### config.mk
export PLATFORM = sky130hd
export DESIGN_NAME = load_adapt_current_reg
export DESIGN_NICKNAME = d
export VERILOG_FILES = /design/src/rtl/lacr_pkg.sv /design/src/rtl/lacr_thresh.sv /design/src/rtl/lacr_hold_cnt.sv /design/src/rtl/lacr_step.sv /design/src/rtl/load_adapt_current_reg.sv
export SDC_FILE = /design/constraint.sdc
export NUM_CORES = 1
export LEC_CHECK = 0
export CORE_MARGIN = 4
export CORE_UTILIZATION = 30
export DETAILED_ROUTE_END_ITERATION = 16
export PLACE_DENSITY = 0.58
export SLEW_MARGIN = 20
export SYNTH_ARGS = -nofsm -noshare
export SYNTH_HDL_FRONTEND = slang
export SYNTH_HIERARCHICAL = 1
export SYNTH_SLANG_ARGS = --single-unit
### constraint.sdc
create_clock -name clk -period 4.5 [get_ports clk]
set_input_delay 0.9 -clock clk [delete_from_list [all_inputs] [get_ports clk]]
set_output_delay 0.9 -clock clk [all_outputs]
set_load 0.005 [all_outputs]
### src/rtl/lacr_pkg.sv
package lacr_pkg;

  typedef enum logic [1:0] {
    CLS_IDLE = 2'd0,
    CLS_LOW  = 2'd1,
    CLS_MID  = 2'd2,
    CLS_HIGH = 2'd3
  } smp_class_e;

  // Increment step for the two-bit step select: 1, 2, 4, 8.
  function automatic int inc_step(input logic [1:0] code);
    return 1 << code;
  endfunction

  // Consecutive high samples needed per decrement: 32, 8, 2, 1.
  function automatic int dec_need(input logic [1:0] code);
    case (code)
      2'b00:   return 32;
      2'b01:   return 8;
      2'b10:   return 2;
      default: return 1;
    endcase
  endfunction

endpackage

### src/rtl/lacr_thresh.sv
module lacr_thresh
  import lacr_pkg::*;
#(
  parameter int SMP_W = 10,
  parameter int THR_W = 4,
  parameter int SHIFT = 5
) (
  input  logic             clk,
  input  logic             rst,
  input  logic [THR_W-1:0] lo_thr,
  input  logic [THR_W-1:0] hi_ofs,
  input  logic [SMP_W-1:0] smp_val,
  input  logic             smp_vld,
  output logic             reg_en,
  output smp_class_e       smp_cls
);

  localparam int SUM_W = THR_W + 1;
  localparam int LIM_W = SUM_W + SHIFT + 1;

  logic [SUM_W-1:0] hi_units;
  logic [LIM_W-1:0] lo_lim;
  logic [LIM_W-1:0] hi_lim;
  logic [LIM_W-1:0] smp_ext;

  always_comb begin
    hi_units = {1'b0, lo_thr} + {1'b0, hi_ofs} + SUM_W'(1);
    lo_lim   = LIM_W'(lo_thr) << SHIFT;
    hi_lim   = LIM_W'(hi_units) << SHIFT;
    smp_ext  = LIM_W'(smp_val);
    reg_en   = (lo_thr != '0);
  end

  always_comb begin
    if (!smp_vld || !reg_en)      smp_cls = CLS_IDLE;
    else if (smp_ext < lo_lim)    smp_cls = CLS_LOW;
    else if (smp_ext >= hi_lim)   smp_cls = CLS_HIGH;
    else                          smp_cls = CLS_MID;
  end


  thr_order_chk: assert property (@(posedge clk) disable iff (rst)
    hi_lim >= lo_lim + (LIM_W'(1) << SHIFT));

endmodule

### src/rtl/lacr_hold_cnt.sv
module lacr_hold_cnt
  import lacr_pkg::*;
#(
  parameter int CNT_W = 6
) (
  input  logic       clk,
  input  logic       rst,
  input  logic       reg_en,
  input  smp_class_e smp_cls,
  input  logic [1:0] dec_spd,
  output logic       dec_fire
);

  localparam int CW1 = CNT_W + 1;

  logic [CNT_W-1:0] cnt_q;
  logic [CW1-1:0]   cnt_inc;
  logic [CW1-1:0]   need_v;
  logic             hit;

  always_comb begin
    hit      = (smp_cls == CLS_HIGH);
    cnt_inc  = {1'b0, cnt_q} + CW1'(1);
    need_v   = CW1'(dec_need(dec_spd));
    dec_fire = hit && (cnt_inc >= need_v);
  end

  always_ff @(posedge clk) begin
    if (rst || !reg_en) begin
      cnt_q <= '0;
    end else if (hit) begin
      cnt_q <= dec_fire ? '0 : cnt_inc[CNT_W-1:0];
    end else if (smp_cls != CLS_IDLE) begin
      cnt_q <= '0;
    end
  end


  run_advance_chk: assert property (@(posedge clk) disable iff (rst)
    (hit && !dec_fire) |=> (cnt_q == $past(cnt_q) + CNT_W'(1)));


  run_clear_chk: assert property (@(posedge clk) disable iff (rst)
    (dec_fire || smp_cls == CLS_LOW || smp_cls == CLS_MID || !reg_en) |=> (cnt_q == '0));


  run_hold_chk: assert property (@(posedge clk) disable iff (rst)
    (reg_en && smp_cls == CLS_IDLE) |=> $stable(cnt_q));

endmodule

### src/rtl/lacr_step.sv
module lacr_step
  import lacr_pkg::*;
#(
  parameter int SCL_W = 5
) (
  input  logic             clk,
  input  logic             rst,
  input  logic             reg_en,
  input  smp_class_e       smp_cls,
  input  logic             dec_fire,
  input  logic [SCL_W-1:0] ceil_code,
  input  logic             min_sel,
  input  logic [1:0]       inc_sel,
  output logic [SCL_W-1:0] cur_scale
);

  localparam int EXT_W = SCL_W + 4;

  logic [SCL_W:0]   ceil_p1;
  logic [SCL_W:0]   frac_q;
  logic [SCL_W-1:0] floor_code;
  logic [EXT_W-1:0] inc_sum;
  logic [SCL_W-1:0] inc_next;
  logic [SCL_W-1:0] dec_next;
  logic [SCL_W-1:0] cur_q;

  always_comb begin
    ceil_p1    = {1'b0, ceil_code} + (SCL_W+1)'(1);
    frac_q     = min_sel ? (ceil_p1 >> 2) : (ceil_p1 >> 1);
    floor_code = (frac_q == '0) ? '0 : SCL_W'(frac_q - (SCL_W+1)'(1));
    inc_sum    = EXT_W'(cur_q) + EXT_W'(inc_step(inc_sel));
    inc_next   = (inc_sum > EXT_W'(ceil_code)) ? ceil_code : inc_sum[SCL_W-1:0];
    dec_next   = (cur_q > floor_code) ? (cur_q - SCL_W'(1)) : floor_code;
  end

  always_ff @(posedge clk) begin
    if (rst || !reg_en) begin
      cur_q <= ceil_code;
    end else if (smp_cls == CLS_LOW) begin
      cur_q <= inc_next;
    end else if (dec_fire) begin
      cur_q <= dec_next;
    end
  end

  assign cur_scale = cur_q;


  off_follow_chk: assert property (@(posedge clk) disable iff (rst)
    !reg_en |=> (cur_q == $past(ceil_code)));


  inc_ceiling_chk: assert property (@(posedge clk) disable iff (rst)
    (smp_cls == CLS_LOW) |=> (cur_q <= $past(ceil_code)));


  dec_floor_chk: assert property (@(posedge clk) disable iff (rst)
    (dec_fire && cur_q > floor_code) |=> (cur_q == $past(cur_q) - SCL_W'(1)));


  idle_hold_chk: assert property (@(posedge clk) disable iff (rst)
    (reg_en && smp_cls == CLS_IDLE) |=> $stable(cur_q));

endmodule

### src/rtl/load_adapt_current_reg.sv
module load_adapt_current_reg
  import lacr_pkg::*;
#(
  parameter int SMP_W = 10,
  parameter int THR_W = 4,
  parameter int SCL_W = 5,
  parameter int SHIFT = 5,
  parameter int CNT_W = 6
) (
  input  logic             clk,
  input  logic             rst,
  input  logic [THR_W-1:0] cfg_lo_thr,
  input  logic [THR_W-1:0] cfg_hi_ofs,
  input  logic [1:0]       cfg_dec_spd,
  input  logic [1:0]       cfg_inc_sel,
  input  logic             cfg_min_sel,
  input  logic [SCL_W-1:0] cfg_ceil,
  input  logic [SMP_W-1:0] smp_val,
  input  logic             smp_vld,
  output logic [SCL_W-1:0] cur_scale
);

  logic       reg_en;
  smp_class_e smp_cls;
  logic       dec_fire;

  lacr_thresh #(
    .SMP_W(SMP_W), .THR_W(THR_W), .SHIFT(SHIFT)
  ) thresh_i (
    .clk(clk), .rst(rst), .lo_thr(cfg_lo_thr), .hi_ofs(cfg_hi_ofs),
    .smp_val(smp_val), .smp_vld(smp_vld), .reg_en(reg_en), .smp_cls(smp_cls)
  );

  lacr_hold_cnt #(.CNT_W(CNT_W)) hold_i (
    .clk(clk), .rst(rst), .reg_en(reg_en), .smp_cls(smp_cls),
    .dec_spd(cfg_dec_spd), .dec_fire(dec_fire)
  );

  lacr_step #(.SCL_W(SCL_W)) step_i (
    .clk(clk), .rst(rst), .reg_en(reg_en), .smp_cls(smp_cls),
    .dec_fire(dec_fire), .ceil_code(cfg_ceil), .min_sel(cfg_min_sel),
    .inc_sel(cfg_inc_sel), .cur_scale(cur_scale)
  );


  fire_needs_high_chk: assert property (@(posedge clk) disable iff (rst)
    dec_fire |-> (smp_vld && reg_en));


  reset_load_chk: assert property (@(posedge clk)
    rst |=> (cur_scale == $past(cfg_ceil)));

endmodule

-- Word level (Yosys, flattened, before mapping)
Index checks and enable logic that the tools add are counted.
- add/subtract/negate cells: 7
- magnitude comparators: 5
- equality and inequality tests: 4
- shifts and indexed selects: 1
- muxes and demuxes: 14
- reduce and logical (&&, ||, !) cells: 11
- operators by type and width (kind ; count):
    two-way mux 5 bit ; 7
    two-way mux 6 bit ; 3
    one-hot mux 6 bit (3 select lines) ; 1
    >= comparator 10 bit ; 1
    < comparator 10 x 9 -> 1 bit ; 1
    subtractor 5 x 1 -> 5 bit (second input constant) ; 2
    adder 5 x 9 -> 9 bit ; 1
    > comparator 9 x 5 -> 1 bit ; 1
    left shift 1 x 2 -> 9 bit (first input constant) ; 1
    adder 6 x 1 -> 7 bit (second input constant) ; 1
    >= comparator 7 x 6 -> 1 bit ; 1
    adder 5 x 1 -> 6 bit (second input constant) ; 1
    zero test 6 bit ; 1
    adder 4 x 4 -> 5 bit ; 1
    adder 5 x 1 -> 5 bit (second input constant) ; 1
    > comparator 5 bit ; 1
    == test 2 x 1 -> 1 bit (second input constant) ; 2
    == test 2 bit (second input constant) ; 2
    two-way mux 2 bit ; 2
    nonzero test 2 bit ; 2
    nonzero test 4 bit ; 1
    nonzero test 3 bit ; 1
    zero test 1 bit ; 2
    zero test 2 bit ; 1
    other kinds (3) ; 4
- bits in registers: 11
- bits of input ports: 31
- output and inout bits: 5
- word-level logic and storage cells: 44

-- Logic depth before layout (Yosys ltp)
Gate-level depths: netlist (run 1).
- depth in word-level cells: 11
- gate-level depth with buffers: 17
- gate-level depth less buffers: 16

-- Hierarchy
Netlist (run 1), hierarchy kept.
- by module, submodules not included (module ; times used ; cells each ; area each (um^2) ; sequential area each (um^2)):
    lacr_step ; 1 ; 151 ; 1282.5 ; 150.1
    lacr_hold_cnt ; 1 ; 61 ; 515.5 ; 120.1
    lacr_thresh ; 1 ; 46 ; 350.3 ; 0.0

-- Least setup slack after synthesis (run 1)
Ideal clock, no wire load.
- kind: input -> register
- from: input cfg_ceil[0]
- to: register step_i.cur_q[0], in the netlist step_i/cur_scale[0], data pin
- data arrival time: 3695 ps
- data required time: 4239 ps
- path slack: 544 ps
- stages: 15
- path through: ha_1 -> buf_6 -> xor2_1 -> mux2i_1 -> ha_1 -> nand2_1 -> o32ai_1 -> a21oi_1 -> ha_1 -> o21ai_0 -> a21oi_1 -> o31a_2 -> buf_6 -> mux2_2 -> a221o_1
- cells in the longest elaborated chain, start to end: 9
- ends and longest elaborated chain (element ; RTL line ; source):
    from (decl) ; load_adapt_current_reg.sv:17 ; input logic [SCL_W-1:0] cfg_ceil,
    adder 5 x 1 -> 6 bit ; lacr_step.sv:28 ; ceil_p1 = {1'b0, ceil_code} + (SCL_W+1)'(1);
    two-way mux 5 bit ; lacr_step.sv:29 ; frac_q = min_sel ? (ceil_p1 >> 2) : (ceil_p1 >> 1);
    subtractor 5 x 1 -> 5 bit / zero test 6 bit (equally long branches) ; lacr_step.sv:30 ; floor_code = (frac_q == '0) ? '0 : SCL_W'(frac_q - (SCL_W+1)'(1));
    two-way mux 5 bit ; lacr_step.sv:30 ;
    > comparator 5 bit ; lacr_step.sv:33 ; dec_next = (cur_q > floor_code) ? (cur_q - SCL_W'(1)) : floor_code;
    two-way mux 5 bit ; lacr_step.sv:33 ;
    two-way mux 5 bit ; lacr_step.sv:41 ; end else if (dec_fire) begin
    two-way mux 5 bit ; lacr_step.sv:39 ; end else if (smp_cls == CLS_LOW) begin
    two-way mux 5 bit * ; lacr_step.sv:37 ; if (rst || !reg_en) begin
    to (signal assigned) ; lacr_step.sv:38 ; cur_q <= ceil_code;
    to (signal assigned) ; lacr_step.sv:40 ; cur_q <= inc_next;
    to (signal assigned) ; lacr_step.sv:42 ; cur_q <= dec_next;
    to (decl) ; lacr_step.sv:25 ; logic [SCL_W-1:0] cur_q;
Mark *: on every way between the ends. The rest lies on a longest branch, timed or not. The select of a mux whose other input is x is not followed.
A chain may end at the register's enable or synchronous reset.

-- Final worst setup path (run 1)
- from: input cfg_ceil[0]
- to: register step_i.cur_q[3], in the netlist step_i/cur_scale[3], data pin
- cells in the longest elaborated chain, start to end: 9
- ends and longest elaborated chain (element ; RTL line):
    adder 5 x 1 -> 6 bit ; lacr_step.sv:28
    two-way mux 5 bit ; lacr_step.sv:29
    subtractor 5 x 1 -> 5 bit / zero test 6 bit (equally long branches) ; lacr_step.sv:30
    two-way mux 5 bit ; lacr_step.sv:30
    > comparator 5 bit ; lacr_step.sv:33
    two-way mux 5 bit ; lacr_step.sv:33
    two-way mux 5 bit ; lacr_step.sv:41
    two-way mux 5 bit * ; lacr_step.sv:39
    two-way mux 5 bit * ; lacr_step.sv:37
Marks and branches as above.

==> flow_summary_export.csv, run 1 <==
group,metric,value,unit
clocking,clk_latency,230,ps
routing,antenna_left,0,
finish,diodes,0,
power_and_ir_drop,leakage,1.213,nW
placement,dpl_cell_area,2671,sq um
floorplan,start_util,31.28,%
sta,min_period_over_period,95.40,%
placement,hpwl,4335,microns
worst_setup_path,rrSetupSlack,1150,ps
finish,area_growth_syn_to_layout,27.61,%
floorplan,pin_count,36,
synthesis,synth_cells,258,
floorplan,die-area,8578,sq um
synthesis,synth_area_per_cell,8.327,sq um
sta,drv_slew,0,
sta,fmax,0.2329,GHz
global_route,grt_first_pass_wirelength,8500,microns
synthesis,ys.flop_type,"dfxtp_1",
clocking,h-tree-depth,1,
worst_setup_path,reg2reg_to,"step_i/cur_scale[0]",
placement,gp_congestion,0.7900,
power_and_ir_drop,powerDensity,263.1,nW/um^2
sta,final.setup_skew,2.307,ps
flow_run,cap_violations,0,
synthesis,synth-seq-cells,11,
power_and_ir_drop,p_switching,0.2849,mW
worst_setup_path,reg2regPathDepth,13,
worst_hold_path,hp-start,"hold_i/cnt_q[5]",
clocking,cts.path.max_buffers,2,
routing,drt_iter0_markers,72,
clocking,cts_sinks,11,
synthesis,yosysSeqAreaShare,12.58,%
synthesis,yosysWarnings,6,
placement,io_buffers,35,
worst_setup_path,critPathSlowestCell,"or4_1",
synthesis,synth_nets,325,
routing,first_pass_iters,4,
synthesis,yosysUniqueCellTypes,69,
clocking,numCtsBuffers,3,
routing,vias,2034,
global_route,grt_max_degree,10,
floorplan,die_w,92.62,microns
sta,tightest_slew,484.5,ps
sta,slew_headroom,67.45,%
finish,drive_above_1_share,16.83,%
worst_setup_path,max_stage_delay,460,ps
power_and_ir_drop,switching_share,39.51,%
power_and_ir_drop,power.total,0.7211,mW
routing,viasPerCell,5.022,
power_and_ir_drop,seqPwrFrac,21.4,%
floorplan,placementRows,30,
worst_setup_path,start_kind,"input port",
worst_hold_path,hp-class,"reg2reg",
worst_setup_path,path_delay_family,"compound AO/OA/AOI/OAI gates",
finish,n_fill_cell,691,
floorplan,core_area,6869,sq um
floorplan,die_height,92.62,microns
finish,design_area,2741,sq um
worst_setup_path,reg2reg_from,"step_i/cur_scale[0]",
finish,nets,377,
clocking,cts_tree,"done",
clocking,root_buffer,"clkbuf_8",
global_route,antenna_found_initial,0,
power_and_ir_drop,clkPwrFrac,13.4,%
synthesis,netlist_area,2148,sq um
worst_setup_path,endpoint_kind,"register",
worst_setup_path,cp.arrival,4360,ps
global_route,grt_usage,11.67,%
worst_setup_path,crit_fanout,4,
power_and_ir_drop,ir_drop,0.00009281,V
power_and_ir_drop,p_int,0.4362,mW
clocking,clkTransAtPathRegs,50,ps
worst_setup_path,crit_required,4560,ps
synthesis,ys_async_sr_fraction,0,%
clocking,cts_hold_buf,0,
sta,setup_viol,0,
synthesis,synth_enable_flop_cells,5,
power_and_ir_drop,pwr-share-comb,65.2,%
global_route,grt_pass1_vias,1878,
worst_hold_path,min_path_cells,2,
worst_setup_path,cp-startpoint,"cfg_ceil[0]",
worst_setup_path,worstSetupPathType,"in2reg",
routing,drcViolationCount,0,
worst_setup_path,worst-path-buf-inv,4,
status,status,"completed",
routing,avgRoutedWirePerCell,12.30,microns
routing,routed_wl,4980,microns
worst_setup_path,path_cells,"clkdlybuf4s50_1 -> buf_4 -> and2_2 -> a31o_2 -> a21oi_1 -> ha_1 -> buf_4 -> xnor2_1 -> o32ai_2 -> a21oi_1 -> ha_1 -> o21ai_0 -> a21oi_1 -> o31a_2 -> buf_4 -> or4_1 -> o221ai_1",
sta,min_period,4293,ps
sta,hold_violations,0,
global_route,overflow,0,
worst_hold_path,hold_end,"hold_i/cnt_q[5]",
metrics by stage:
stage | hold slack, ps | std cells | setup WS [ps] | utilization, % | TNS [ps]
floorplan | 456.8 | 258 | 543.8 | - | 0
global placement | 476.3 | 399 | 15.36 | 38.89 | 0
detailed placement | 487.9 | 399 | -72.15 | 38.89 | -72.15
CTS | 497.0 | 403 | 180.4 | 39.54 | 0
global route | 515.1 | 405 | -6.663 | 39.91 | -6.663
finish | 492.0 | 405 | 207.0 | 39.91 | 0
repair_timing:
action / in CTS / in global routing
setup endpoints to repair: 0 / 1
gates resized for setup: 0 / 2
setup buffers: 0 / 2
cells in the mapped netlist, types with 5 or more instances:
library cell	n	area, sq um
nand2_1	18	67.56
ha_1	34	425.4
nand2b_1	6	37.54
o211ai_1	5	37.54
xor2_1	8	70.07
dfxtp_1	6	120.1
inv_1	20	75.07
edfxtp_1	5	150.1
nor2_1	16	60.06
nor2b_1	5	31.28
nand3_1	7	35.03
buf_6	5	56.30
o31ai_1	5	37.54
a21o_1	5	37.54
o21ai_0	8	40.04
xnor2_1	7	61.31
a21oi_1	17	85.08
flip-flops by register name (all words and copies together), names as in the netlist:
| register | flops |
|---|---|
| hold_i/cnt_q | 6 |
| step_i/cur_scale | 5 |
kinds of logic (layout without fill, tap and decap cells):
| kind of cell | after synthesis | after routing | synth area share [%] |
|---|---|---|---|
| flip-flops | 11 | 11 | 12.58 |
| buffers and inverters | 28 | 79 | 7.338 |
| XOR/XNOR | 15 | 15 | 6.116 |
| multiplexers | 5 | 5 | 2.970 |
| AO/OA/AOI/OAI | 71 | 71 | 24.75 |
| AND/OR/NAND/NOR | 92 | 92 | 24.58 |
| adder cells (fa/ha/maj) | 36 | 36 | 21.67 |
how the worst max path moves through the flow:
stage                               end  slack, ps  cells after the start
floorplan           step_i/cur_scale[0]        540                     15
global placement    step_i/cur_scale[0]         20                     15
detailed placement  step_i/cur_scale[0]        -70                     15
CTS                 step_i/cur_scale[0]        180                     15
global route        step_i/cur_scale[3]         -7                     17
finish              step_i/cur_scale[3]        210                     17
power groups by stage:
stage | registers, mW | clock network (mW) | logic [mW]
CTS | 0.155 | 0.0995 | 0.455
global route | 0.158 | 0.103 | 0.532
global placement | 0.157 | 0 | 0.444
finish | 0.154 | 0.0968 | 0.470
floorplan | 0.148 | 0 | 0.316
detailed placement | 0.157 | 0 | 0.454
worst min-delay path, delay by kind of cell (launching register included):
kind,cells,cell delay (ps)
simple gates,1,60
flops,1,330
compound gates,1,50
routing by layer:
layer  GRT usage (%)  part of all wire [%]
met1           16.81                    51
met5               0                     0
met3           1.056                   2.7
met2           19.21                    46
met4           1.832                     0
cell usage in the layout (no fill, tap or decap), types with 6 or more instances in the layout:
cell type	instances
xnor2_1	7
clkdlybuf4s50_1	35
xor2_1	8
buf_4	20
o21ai_0	8
nand2b_1	6
nor2_1	16
dfxtp_1	6
inv_1	20
nand3_1	7
nand2_1	18
ha_1	33
a21oi_1	17
layout make-up:
class	instances	area, sq um	area share [%]
clock buffer	4	45.04	1.643
sequential	11	270.3	9.859
inverter	20	75.07	2.738
timing repair buffer	55	500.5	18.26
multi-input combinational	219	1730	63.12
tap	96	120.1	4.382
No activity file was read; power rests on OpenSTA's default activity.
==> inputs of run 2 (changes only) <==
--- a/config.mk
+++ b/config.mk
@@ -5,10 +5,13 @@
 export SDC_FILE = /design/constraint.sdc
 export NUM_CORES = 1
 export LEC_CHECK = 0
+export ABC_AREA = 1
 export CORE_MARGIN = 4
 export CORE_UTILIZATION = 30
 export DETAILED_ROUTE_END_ITERATION = 16
+export GPL_ROUTABILITY_DRIVEN = 1
 export PLACE_DENSITY = 0.58
+export SKIP_CTS_REPAIR_TIMING = 1
 export SLEW_MARGIN = 20
 export SYNTH_ARGS = -nofsm -noshare
 export SYNTH_HDL_FRONTEND = slang
==> flow_summary_export.csv, run 2 <==
group,metric,value,unit
status,status,"completed",
routing,vias,2119,
global_route,grt_max_degree,10,
placement,hpwl,4277,microns
synthesis,yosysUniqueCellTypes,33,
global_route,overflow,0,
floorplan,core_area,6869,sq um
finish,diodes,0,
floorplan,die_w,92.60,microns
sta,slew_headroom,67.49,%
sta,tightest_slew,485.8,ps
sta,min_period_over_period,90.64,%
worst_hold_path,hp-class,"reg2reg",
synthesis,synth_nets,404,
synthesis,synth_area_per_cell,6.371,sq um
clocking,cts.path.max_buffers,2,
synthesis,netlist.top_cell.by_area,"ha_1",
synthesis,synth_enable_flop_cells,5,
sta,hold_violations,0,
sta,setup_viol,0,
finish,area_growth_syn_to_layout,23.48,%
clocking,h-tree-depth,1,
routing,drt_iter0_markers,120,
floorplan,placementRows,30,
finish,final_cell_mix,"nand2_1, inv_1, clkdlybuf4s50_1",
global_route,grt_usage,11.74,%
synthesis,synth_cells,337,
synthesis,synth-seq-cells,11,
sta,min_period,4079,ps
synthesis,netlist_area,2147,sq um
worst_setup_path,worstSetupPathType,"in2reg",
worst_setup_path,max_stage_delay,580,ps
finish,regMostFlops,"hold_i/cnt_q",
floorplan,die-area,8575,sq um
floorplan,pin_count,36,
clocking,clkTransAtPathRegs,50,ps
global_route,grt_first_pass_wirelength,8597,microns
finish,drive_above_1_share,9.600,%
floorplan,start_util,31.26,%
worst_setup_path,crit_required,4480,ps
global_route,grt_pass1_vias,2030,
synthesis,yosysWarnings,6,
routing,viasPerCell,4.499,
power_and_ir_drop,powerDensity,289.1,nW/um^2
worst_setup_path,cp.arrival,4060,ps
sta,rsz0062_at_grt,"no",
global_route,antenna_found_initial,0,
flow_run,cap_violations,0,
finish,n_fill_cell,725,
worst_setup_path,crit_fanout,9,
power_and_ir_drop,ir_drop,0.00007754,V
clocking,cts_sinks,11,
synthesis,ys.flop_type,"dfxtp_1",
clocking,cts_tree,"done",
sta,drv_slew,0,
synthesis,synth_top_area_share,19.81,%
worst_setup_path,start_kind,"input port",
finish,final_common_cell,"nand2_1",
synthesis,ys_top_cells_by_area,"ha_1, nand2_1, inv_1",
worst_setup_path,critPathSlowestCell,"clkdlybuf4s50_1",
finish,nets,443,
synthesis,yosysMostFrequentCell,"nand2_1",
routing,first_pass_iters,4,
finish,largest_reg_flops,6,
worst_setup_path,path_cells,"clkdlybuf4s50_1 -> ha_1 -> inv_1 -> nand2_1 -> nand3_1 -> and2_1 -> ha_1 -> inv_1 -> nor2_4 -> nand3_4 -> nand3_2 -> ha_1 -> nand2_1 -> inv_1 -> nand4_1 -> o211ai_1 -> nand2_1 -> o21ai_0 -> inv_1 -> nand2_1 -> o21ai_1 -> nand2_1 -> nand2_1",
worst_setup_path,crit_top_cell,"nand2_1",
clocking,clk_latency,240,ps
worst_setup_path,endpoint_kind,"register",
power_and_ir_drop,leakage,1.354,nW
synthesis,ys_async_sr_fraction,0,%
clocking,root_buffer,"clkbuf_8",
floorplan,die_height,92.60,microns
routing,routed_wl,4948,microns
sta,finalSetupTns,0,ps
routing,antenna_left,0,
placement,placed_cells,467,
synthesis,synthTopCellsByCount,"nand2_1, inv_1, ha_1, nand3_1, nor2_1",
routing,drcViolationCount,0,
sta,final.setup_skew,6.023,ps
synthesis,yosysSeqAreaShare,12.59,%
sta,fmax,0.2452,GHz
clocking,numCtsBuffers,3,
power_and_ir_drop,power.total,0.7665,mW
placement,gp_congestion,0.8302,
finish,final_cells,471,
placement,io_buffers,35,
routing,avgRoutedWirePerCell,10.51,microns
## run 2: cell count changes in the layout (fill, tap and decap cells not counted), sizes merged, moves of 5 or more
cell | previous run | this run
inv | 20 | 66
nand2 | 18 | 93
o211ai | 8 | 1
nand3 | 8 | 35
nand2b | 6 | 0
buf | 20 | 0
nor2 | 16 | 35
nand4 | 4 | 9
xnor2 | 7 | 1
nor2b | 6 | 0
o31ai | 5 | 0
## run 2: cell families (layout without fill, tap and decap cells)
| kind of cell | Yosys count | after routing | synth area share (%) |
|---|---|---|---|
| compound gates | 36 | 36 | 9.266 |
| fa+ha+maj | 36 | 36 | 21.68 |
| xor+xnor | 10 | 10 | 4.429 |
| flops | 11 | 11 | 12.59 |
| buf+inv | 67 | 105 | 12.06 |
| simple gates | 177 | 177 | 39.98 |
## run 2: layout make-up
| cell class | instances | area [sq um] | share of cell area [%] |
|---|---|---|---|
| Clock buffer | 4 | 45.04 | 1.699 |
| Sequential cell | 11 | 270.3 | 10.19 |
| Tap cell | 96 | 120.1 | 4.530 |
| Inverter | 66 | 247.7 | 9.344 |
| Multi-Input combinational cell | 259 | 1618 | 61.02 |
| Timing Repair Buffer | 35 | 350.3 | 13.21 |
## run 2: final timing paths
path	start	end	depth (start not counted)	slack, ps
max	cfg_ceil[0]	step_i/cur_scale[2]	23	420
min	hold_i/cnt_q[5]	hold_i/cnt_q[5]	2	500
max reg2reg	step_i/cur_scale[0]	step_i/cur_scale[4]	15	1470
min reg2reg	hold_i/cnt_q[5]	hold_i/cnt_q[5]	2	500
## run 2: power breakdown
| group | internal [mW] | total (mW) | switching, mW |
|---|---|---|---|
| sequential | 0.126 | 0.154 | 0.0272 |
| combinational | 0.215 | 0.514 | 0.298 |
| clock | 0.0622 | 0.0994 | 0.0372 |
| total | 0.404 | 0.766 | 0.362 |
## run 2: per-layer routing
| layer | global-route usage (%) | up-vias | wire length (microns) |
|---|---|---|---|
| li1 | - | 1159 | - |
| met4 | 2.475 | 0 | 29 |
| met5 | 0 | - | 0 |
| met1 | 16.03 | 904 | 2495 |
| met3 | 1.219 | 4 | 251 |
| met2 | 19.94 | 52 | 2171 |
## run 2: critical path: cells and delay by family
family                     cells  cell delay [ps]
adders and majority gates      3              780
buffers and inverters          5              870
and+or+nand+nor               12             1090
AOI/OAI and AO/OA              3              390
## run 2: through the flow
stage	setup slack, ps	utilization (%)	area [sq um]	hold WS [ps]
2_1_floorplan	1147	-	2147	469.4
3_3_place_gp	226.4	37.94	2606	485.7
3_5_place_dp	187.9	37.94	2606	493.3
4_1_cts	425.0	38.60	2651	502.8
5_1_grt	9.220	38.60	2651	542.0
6_report	421.4	38.60	2651	503.8
==> inputs of run 3 (changes only) <==
--- a/config.mk
+++ b/config.mk
@@ -5,13 +5,14 @@
 export SDC_FILE = /design/constraint.sdc
 export NUM_CORES = 1
 export LEC_CHECK = 0
-export ABC_AREA = 1
 export CORE_MARGIN = 4
 export CORE_UTILIZATION = 30
 export DETAILED_ROUTE_END_ITERATION = 16
+export DONT_BUFFER_PORTS = 1
 export GPL_ROUTABILITY_DRIVEN = 1
-export PLACE_DENSITY = 0.58
+export PLACE_DENSITY = 0.52
 export SKIP_CTS_REPAIR_TIMING = 1
+export SKIP_LAST_GASP = 1
 export SLEW_MARGIN = 20
 export SYNTH_ARGS = -nofsm -noshare
 export SYNTH_HDL_FRONTEND = slang
==> flow_summary_export.csv, run 3 (synthesized netlist as in run 1, its figures left out) <==
group,metric,value,unit
sta,drv_slew,0,
finish,drive_above_1_share,12.50,%
placement,gp_congestion,0.8155,
floorplan,die_w,92.62,microns
floorplan,pin_count,36,
worst_setup_path,reg2regPathDepth,12,
floorplan,start_util,31.28,%
clocking,clkTransAtPathRegs,50,ps
sta,hold_violations,0,
worst_setup_path,endpoint_kind,"register",
finish,regMostFlops,"hold_i/cnt_q",
floorplan,die-area,8578,sq um
finish,area_growth_syn_to_layout,4.543,%
worst_hold_path,hp-start,"hold_i/cnt_q[5]",
routing,first_pass_iters,4,
floorplan,core_area,6869,sq um
power_and_ir_drop,leakage,0.9884,nW
worst_setup_path,worst-path-buf-inv,0,
global_route,overflow,0,
global_route,grt_pass1_vias,1822,
worst_hold_path,hp-class,"reg2reg",
worst_setup_path,path_cells,"ha_1 -> nor2_1 -> a31o_2 -> a21oi_1 -> ha_1 -> nand2_1 -> o32ai_1 -> a21oi_1 -> ha_1 -> and4_1 -> a21oi_1 -> o31a_2 -> mux2_2 -> a221o_1",
clocking,h-tree-depth,1,
sta,rsz0062_at_grt,"no",
global_route,grt_first_pass_wirelength,8424,microns
worst_setup_path,rrSetupSlack,1030,ps
power_and_ir_drop,ir_drop,0.00009011,V
sta,fmax,0.2494,GHz
clocking,cts_tree,"done",
finish,largest_reg_flops,6,
sta,min_period,4009,ps
clocking,clk_latency,230,ps
sta,min_period_over_period,89.10,%
global_route,grt_usage,11.75,%
finish,nets,324,
clocking,cts.path.max_buffers,2,
worst_setup_path,crit_fanout,9,
global_route,grt_max_degree,15,
routing,drt_iter0_markers,168,
global_route,antenna_found_initial,0,
worst_setup_path,cp.arrival,3990,ps
worst_hold_path,min_path_cells,2,
worst_setup_path,start_kind,"input port",
worst_setup_path,reg2reg_from,"step_i/cur_scale[0]",
worst_setup_path,path_delay_family,"compound AO/OA/AOI/OAI gates",
routing,top_layer_used,"met4",
sta,slew_headroom,61.68,%
worst_hold_path,hold_end,"hold_i/cnt_q[5]",
routing,avgRoutedWirePerCell,14.00,microns
routing,antenna_left,0,
sta,finalSetupTns,0,ps
power_and_ir_drop,powerDensity,278.1,nW/um^2
routing,drt-met1-wl,2413,microns
worst_setup_path,critPathSlowestCell,"mux2_2",
routing,dr_wl_met3,291,microns
clocking,cts_sinks,11,
floorplan,placementRows,30,
clocking,root_buffer,"clkbuf_8",
flow_run,cap_violations,0,
placement,io_buffers,0,
clocking,numCtsBuffers,3,
sta,final.setup_skew,2.730,ps
finish,final_cell_mix,"ha_1, inv_1, nand2_1",
routing,viasPerCell,5.230,
placement,place_ws,279.1,ps
finish,final_common_cell,"ha_1",
sta,worst_slack,490.5,ps
routing,vias,1841,
worst_setup_path,worstSetupPathType,"in2reg",
worst_setup_path,reg2reg_to,"step_i/cur_scale[4]",
worst_setup_path,crit_required,4480,ps
status,status,"completed",
routing,drcViolationCount,0,
routing,met2_length,2191,microns
finish,diodes,0,
placement,hpwl,4204,microns
routing,routed_wl,4927,microns
floorplan,die_height,92.62,microns
worst_setup_path,max_stage_delay,360,ps
sta,setup_viol,0,
sta,tightest_slew,573.6,ps
run 3: changes by cell type in the layout (fill, tap and decap cells not counted), moves of 6 or more:
cell	change
clkdlybuf4s50_1	-35
inv_1	-40
inv_2	-6
nand2_1	-66
nand2_2	-7
nand2b_1	+6
nand3_1	-24
nor2_1	-14
o21ai_1	-6
xnor2_1	+6
run 3: how the worst max path moves through the flow:
stage,from,endpoint,cells past startpoint
global placement,cfg_ceil[0],step_i/cur_scale[0],14
finish,cfg_ceil[0],step_i/cur_scale[0],14
detailed placement,cfg_ceil[0],step_i/cur_scale[0],14
global route,cfg_ceil[0],step_i/cur_scale[0],13
floorplan,cfg_ceil[0],step_i/cur_scale[0],15
CTS,cfg_ceil[0],step_i/cur_scale[0],14
run 3: area by class of cell:
class | instances | area [sq um]
fillers | 734 | 4623
multi-input cells | 219 | 1720
flip-flops and latches | 11 | 270.3
well taps | 96 | 120.1
inverters | 20 | 75.07
clock buffers | 4 | 45.04
repair buffers | 2 | 15.01
run 3: metrics by stage:
step | util (%) | instances | power [mW] | instance area [sq um] | hold slack, ps
finish | 32.70 | 352 | 0.6246 | 2246 | 498.6
global route | 32.70 | 352 | 0.6964 | 2246 | 559.6
CTS | 32.70 | 352 | 0.6311 | 2246 | 498.7
detailed placement | 32.04 | 348 | 0.5298 | 2201 | 489.7
global placement | 32.04 | 348 | 0.5262 | 2201 | 479.9
floorplan | - | 258 | 0.4645 | 2148 | 456.8
run 3: where the power goes:
part	switching, mW	internal (mW)	total, mW	leakage [nW]
Combinational	0.193	0.176	0.369	0.867
Sequential	0.0331	0.125	0.159	0.0992
Clock	0.0353	0.0621	0.0974	0.0228
run 3: per-layer routing:
layer | global-route usage (%) | vias up
met1 | 16.19 | 840
li1 | - | 959
met5 | 0 | -
met4 | 2.198 | 0
met2 | 19.21 | 40
met3 | 2.193 | 2
run 3: worst register-to-register path, cell delays in order, from the launching register on:
cell       delay (ps)
edfxtp_1          480
ha_1              310
fa_1              410
a21o_1            200
a21oi_1           190
xor2_1            220
inv_1              70
ha_1              290
nand2_1            50
o22ai_1           100
a21oi_1           100
a2111oi_2         600
a221oi_1          180
